===== config.mk =====
export PLATFORM = sky130hd
export DESIGN_NAME = burst_addr_seq
export DESIGN_NICKNAME = d
export VERILOG_FILES = /design/src/rtl/burst_seq_pkg.sv /design/src/rtl/burst_base_reg.sv /design/src/rtl/burst_beat_ctr.sv /design/src/rtl/burst_low_gen.sv /design/src/rtl/burst_addr_seq.sv
export SDC_FILE = /design/constraint.sdc
export NUM_CORES = 1
export LEC_CHECK = 0
export ABC_AREA = 1
export BUFFER_PORTS_ARGS = -buffer_cell sky130_fd_sc_hd__buf_4
export CAP_MARGIN = 10
export CORE_ASPECT_RATIO = 1.4
export CORE_UTILIZATION = 38
export CTS_CLUSTER_DIAMETER = 200
export DETAILED_ROUTE_END_ITERATION = 7
export HOLD_SLACK_MARGIN = 0.05
export PLACE_DENSITY = 0.7
export SLEW_MARGIN = 0
export SYNTH_ARGS = -nofsm -noshare
export SYNTH_HDL_FRONTEND = slang
export SYNTH_SLANG_ARGS = --single-unit
export TNS_END_PERCENT = 1

===== constraint.sdc =====
create_clock -name clk -period 2.2 [get_ports clk]
set_input_delay 0.55 -clock clk [delete_from_list [all_inputs] [get_ports clk]]
set_output_delay 0.55 -clock clk [all_outputs]
set_load 0.005 [all_outputs]

===== src/rtl/burst_seq_pkg.sv =====
package burst_seq_pkg;

   // Burst length is fixed at four beats: two low address bits.
   localparam int unsigned LOW_W   = 2;
   localparam int unsigned N_BEATS = 1 << LOW_W;

   typedef enum logic {
      ORD_LINEAR      = 1'b0,
      ORD_INTERLEAVED = 1'b1
   } order_e;

   // Linear step: add the beat count to the start, wrapping at the burst length.
   function automatic logic [LOW_W-1:0] lin_low(input logic [LOW_W-1:0] start,
                                                input logic [LOW_W-1:0] beat);
      return start + beat;
   endfunction

   // Interleaved step: flip the start bits selected by the beat count.
   function automatic logic [LOW_W-1:0] ilv_low(input logic [LOW_W-1:0] start,
                                                input logic [LOW_W-1:0] beat);
      return start ^ beat;
   endfunction

endpackage


===== src/rtl/burst_base_reg.sv =====
module burst_base_reg
   import burst_seq_pkg::*;
#(
   parameter int unsigned ADDR_W = 17
) (
   input  logic                    clk,
   input  logic                    rst_n,
   input  logic                    load,
   input  logic [ADDR_W-1:0]       addr_d,
   output logic [ADDR_W-LOW_W-1:0] upper_q,
   output logic [LOW_W-1:0]        start_low_q
);

   localparam int unsigned UP_W = ADDR_W - LOW_W;

   // The upper field and the seed are kept apart: only the seed feeds the sequencer.
   always_ff @(posedge clk) begin
      if (!rst_n) begin
         upper_q     <= '0;
         start_low_q <= '0;
      end else if (load) begin
         upper_q     <= addr_d[ADDR_W-1:LOW_W];
         start_low_q <= addr_d[LOW_W-1:0];
      end
   end

   if (UP_W < 1) begin : g_bad_width
      $error("burst_base_reg: ADDR_W must exceed the low field width");
   end

endmodule


===== src/rtl/burst_beat_ctr.sv =====
module burst_beat_ctr #(
   parameter int unsigned CNT_W = 2
) (
   input  logic             clk,
   input  logic             rst_n,
   input  logic             clear,
   input  logic             step,
   output logic [CNT_W-1:0] cnt_q
);

   // Clear takes priority over step. The natural wrap of CNT_W bits closes the burst.
   always_ff @(posedge clk) begin
      if (!rst_n) begin
         cnt_q <= '0;
      end else if (clear) begin
         cnt_q <= '0;
      end else if (step) begin
         cnt_q <= cnt_q + 1'b1;
      end
   end

   if (CNT_W < 1) begin : g_bad_width
      $error("burst_beat_ctr: CNT_W must be at least one");
   end

endmodule


===== src/rtl/burst_low_gen.sv =====
module burst_low_gen
   import burst_seq_pkg::*;
#(
   parameter bit HAS_INTERLEAVE = 1'b1
) (
   input  order_e           order,
   input  logic [LOW_W-1:0] start_low,
   input  logic [LOW_W-1:0] beat,
   output logic [LOW_W-1:0] low
);

   logic [LOW_W-1:0] lin_v;

   assign lin_v = lin_low(start_low, beat);

   if (HAS_INTERLEAVE) begin : g_both_orders
      logic [LOW_W-1:0] ilv_v;
      assign ilv_v = ilv_low(start_low, beat);
      always_comb begin
         unique case (order)
            ORD_INTERLEAVED: low = ilv_v;
            default:         low = lin_v;
         endcase
      end
   end else begin : g_linear_only
      // Variant without the XOR path: the mode input has no effect.
      order_e unused_order;
      assign unused_order = order;
      assign low = lin_v;
   end

endmodule


===== src/rtl/burst_addr_seq.sv =====
module burst_addr_seq
   import burst_seq_pkg::*;
#(
   parameter int unsigned ADDR_W         = 17,
   parameter bit          HAS_INTERLEAVE = 1'b1
) (
   input  logic              clk,
   input  logic              rst_n,
   input  logic              load_i,
   input  logic              adv_n_i,
   input  logic              order_sel_i,
   input  logic [ADDR_W-1:0] start_addr_i,
   output logic [ADDR_W-1:0] eff_addr_o,
   output logic [1:0]        beat_o
);

   localparam int unsigned UP_W = ADDR_W - LOW_W;

   logic [UP_W-1:0]  upper_q;
   logic [LOW_W-1:0] seed_q;
   logic [LOW_W-1:0] beat_q;
   logic [LOW_W-1:0] low_w;
   logic             step_w;
   order_e           order_w;

   assign step_w  = ~adv_n_i;
   assign order_w = order_e'(order_sel_i);

   burst_base_reg #(.ADDR_W(ADDR_W)) u_base (
      .clk         (clk),
      .rst_n       (rst_n),
      .load        (load_i),
      .addr_d      (start_addr_i),
      .upper_q     (upper_q),
      .start_low_q (seed_q)
   );

   burst_beat_ctr #(.CNT_W(LOW_W)) u_beat (
      .clk   (clk),
      .rst_n (rst_n),
      .clear (load_i),
      .step  (step_w),
      .cnt_q (beat_q)
   );

   burst_low_gen #(.HAS_INTERLEAVE(HAS_INTERLEAVE)) u_low (
      .order     (order_w),
      .start_low (seed_q),
      .beat      (beat_q),
      .low       (low_w)
   );

   assign eff_addr_o = {upper_q, low_w};
   assign beat_o     = beat_q;

   if (ADDR_W <= LOW_W) begin : g_bad_addr
      $error("burst_addr_seq: ADDR_W must be wider than two bits");
   end
   if (N_BEATS != 4) begin : g_bad_len
      $error("burst_addr_seq: burst length must be four beats");
   end

endmodule


==> results.py <==
metrics = {
    "sta": {
        "setup_viol_count_final": 0,
        "fin_worst_skew_ns": 0.000281,
        "layout_worst_path_cycle_share": 0.817,
        "finalMaxSlewViolations": 0,
        "slew-limit-headroom": 0.767,
        "timing.final.hold_violations": 0,
        "tightestPinTransition_ns": 0.349,
        "layout_min_cycle_time_ns": 1.80,
        "rsz0062_at_grt": "no",
        "max_freq_mhz": 557,
        "finalSetupTns_ns": 0,
    },
    "drt": {
        "drc_markers": 0,
        "avgViaCountPerCell": 4.58,
        "detail-route-antenna-nets": 0,
        "wire_per_inst_microns": 10.1,
        "finalWirelength_microns": 1600,
        "route.vias.total": 729,
        "drt-initial-drc-count": 13,
        "dr.pass1.iters": 3,
    },
    "worst_setup_path": {
        "path_depth_of_the_worst_reg2reg_path": 5,
        "worst_setup_path_start_kind": "register",
        "critical-path-top-cell-by-count": "sky130_fd_sc_hd__inv_1",
        "worst_ep_required_time_ns": 1.65,
        "slowest_stage": "sky130_fd_sc_hd__dfxtp_1",
        "worstPathMaxFanout": 3,
        "end_kind": "output pin",
        "worstSetupPathType": "reg -> out",
        "timing.critical_path.cells": "ha_1, inv_1, nor2_1, nand3_1, nand2_1, inv_1, buf_4",
        "slowest_delay_ns": 0.37,
        "worstPathArrival_ns": 1.25,
    },
    "power_and_ir_drop": {
        "intPower_w": 0.000504,
        "total_power_divided_by_cell_area_nw_per_um2": 623,
        "cellLeakagePower_nw": 0.532,
        "comb_power_share": 0.176,
        "power.ir.vdd_worst_mv": 0.431,
        "clockPowerShare": 0.253,
        "swShare": 0.238,
        "power.share.sequential": 0.571,
        "switching_power_w": 0.000157,
    },
    "yosys": {
        "synth_cells": 100,
        "yosys_warnings": 0,
        "netlist_area_sq_um": 762,
        "synth_seq_area_share": 0.499,
        "ys_ff_latch": 19,
        "yosysUniqueCellTypes": 14,
        "avg_synthesized_cell_area_sq_um": 7.62,
        "synth.net_count": 123,
    },
    "cts": {
        "tritoncts_clock_tree": "built",
        "insertion_delay_of_the_later_clocked_pin_in_the_worst_skew_pair_ns": 0.28,
        "cts_htree_levels": 1,
        "post_cts_resized": 0,
        "cts_root_buffer": "sky130_fd_sc_hd__clkbuf_4",
        "cts_made_buffers": 3,
        "post_cts_buffers": 0,
        "clock-sinks": 19,
        "clkTransAtPathRegs_ns": 0.10,
        "clock_path_buffers": 2,
        "cts.hold.buffers_added": 0,
    },
    "final_layout": {
        "design_area_sq_um": 1060,
        "antennaDiodeCount": 0,
        "layout_commonest_cell": "sky130_fd_sc_hd__buf_4",
        "area_growth_pct": 39.2,
        "mostFrequentLayoutCells": "sky130_fd_sc_hd__buf_4, sky130_fd_sc_hd__nor2_1, sky130_fd_sc_hd__dfxtp_1",
        "post_route_cells_drive_above_1_share": 0.331,
        "finish.net_count": 163,
    },
    "die": {
        "num_io_pins": 41,
        "fp.dieArea_sq_um": 2190,
        "starting_utilization_of_the_core_area": 0.418,
        "die_height_microns": 55.0,
        "floorplan.core_area_sq_um": 1820,
        "die_wd_microns": 39.8,
        "placement_rows": 18,
    },
    "global_route": {
        "met2_usage": 0.292,
        "antenna_found_initial": 0,
        "grt.met3_usage": 0.0400,
        "grtUsageMet1": 0.174,
        "grt-ovfl-total": 0,
        "top_usage_layer": "met2",
        "grt_pass1_wl_microns": 2470,
        "grtUsageTotal": 0.165,
        "grt_max_degree": 21,
        "vias_in_the_first_global_route": 629,
    },
    "job": {
        "max-cap-violations": 0,
    },
    "placed_design": {
        "hpwlAfterDp_microns": 1200,
        "numPortBuffers": 40,
        "gp_routability_congestion": 0.666,
        "total_placed_instance_area_sq_um": 1030,
    },
    "min_path": {
        "path_class_of_the_lowest_slack_min_delay_path": "in -> reg",
        "worstHoldPathCells": 3,
    },
    "outcome": {
        "run_status": "finished, final reports clean",
    },
}
-- per-layer routing --
layer	wire length [microns]	part of all wire
met5	0	0
met4	13	0.0081
met3	64	0.040
met2	835	0.52
met1	687	0.43
-- Yosys cell counts --
master | number | share of area
sky130_fd_sc_hd__clkbuf_2 | 1 | 0.0066
sky130_fd_sc_hd__o21ai_1 | 2 | 0.013
sky130_fd_sc_hd__inv_1 | 6 | 0.030
sky130_fd_sc_hd__inv_2 | 1 | 0.0049
sky130_fd_sc_hd__nor2_1 | 36 | 0.18
sky130_fd_sc_hd__o21ai_0 | 15 | 0.099
sky130_fd_sc_hd__clkbuf_8 | 1 | 0.018
sky130_fd_sc_hd__nand2_1 | 10 | 0.049
sky130_fd_sc_hd__nand3_1 | 3 | 0.020
sky130_fd_sc_hd__a21oi_2 | 1 | 0.011
sky130_fd_sc_hd__dfxtp_1 | 19 | 0.50
sky130_fd_sc_hd__ha_1 | 1 | 0.016
sky130_fd_sc_hd__buf_6 | 3 | 0.044
sky130_fd_sc_hd__o21ai_2 | 1 | 0.011
-- flip-flops by register name (all words and copies together) (netlist names) --
signal,flops
u_beat.cnt_q,2
u_base.start_low_q,2
u_base.upper_q,15
-- power by group through the flow --
stage,registers (W),logic (W),clock network (W)
detailed placement,0.000386,0.000118,0
global placement,0.000385,0.000116,0
global route,0.000381,0.000131,0.000192
floorplan,0.000387,0.0000506,0
finish,0.000378,0.000116,0.000167
CTS,0.000378,0.000118,0.000177
-- layout make-up --
cell class / count / area (sq um)
flip-flops and latches: 19 / 380
repair buffers: 40 / 300
clock buffers: 4 / 26.3
multi-input cells: 69 / 303
fillers: 187 / 763
inverters: 7 / 26.3
well taps: 20 / 25.0
-- critical path: cells and delay by family, from the launching register on --
kind          cells  cell delay (ns)
flops             1             0.37
simple gates      3             0.21
buf+inv           3             0.19
fa+ha+maj         1             0.19
-- metrics by stage --
stage	instances	power [W]	util	hold WS (ns)	setup WS (ns)
2_1_floorplan	100	0.000437	-	0.467	0.867
6_report	159	0.000661	0.582	0.480	0.403
5_1_grt	159	0.000704	0.582	0.467	0.278
3_5_place_dp	155	0.000504	0.567	0.485	0.606
3_3_place_gp	155	0.000501	0.567	0.470	0.636
4_1_cts	159	0.000674	0.582	0.472	0.375
-- worst paths after layout --
check / start / endpoint / slack [ns]
setup / recovery: u_beat.cnt_q[0] / eff_addr_o[1] / 0.40
hold / removal: start_addr_i[14] / u_base.upper_q[12] / 0.48
setup reg to reg: u_beat.cnt_q[0] / u_beat.cnt_q[1] / 1.40
hold reg to reg: u_base.upper_q[2] / u_base.upper_q[2] / 0.51
-- cell families after synthesis --
group / after synthesis / share of synthesized area
simple gates: 49 / 0.246
flops: 19 / 0.499
buf+inv: 12 / 0.103
compound gates: 19 / 0.135
fa+ha+maj: 1 / 0.0164
No activity file was read; power rests on OpenSTA's default activity.
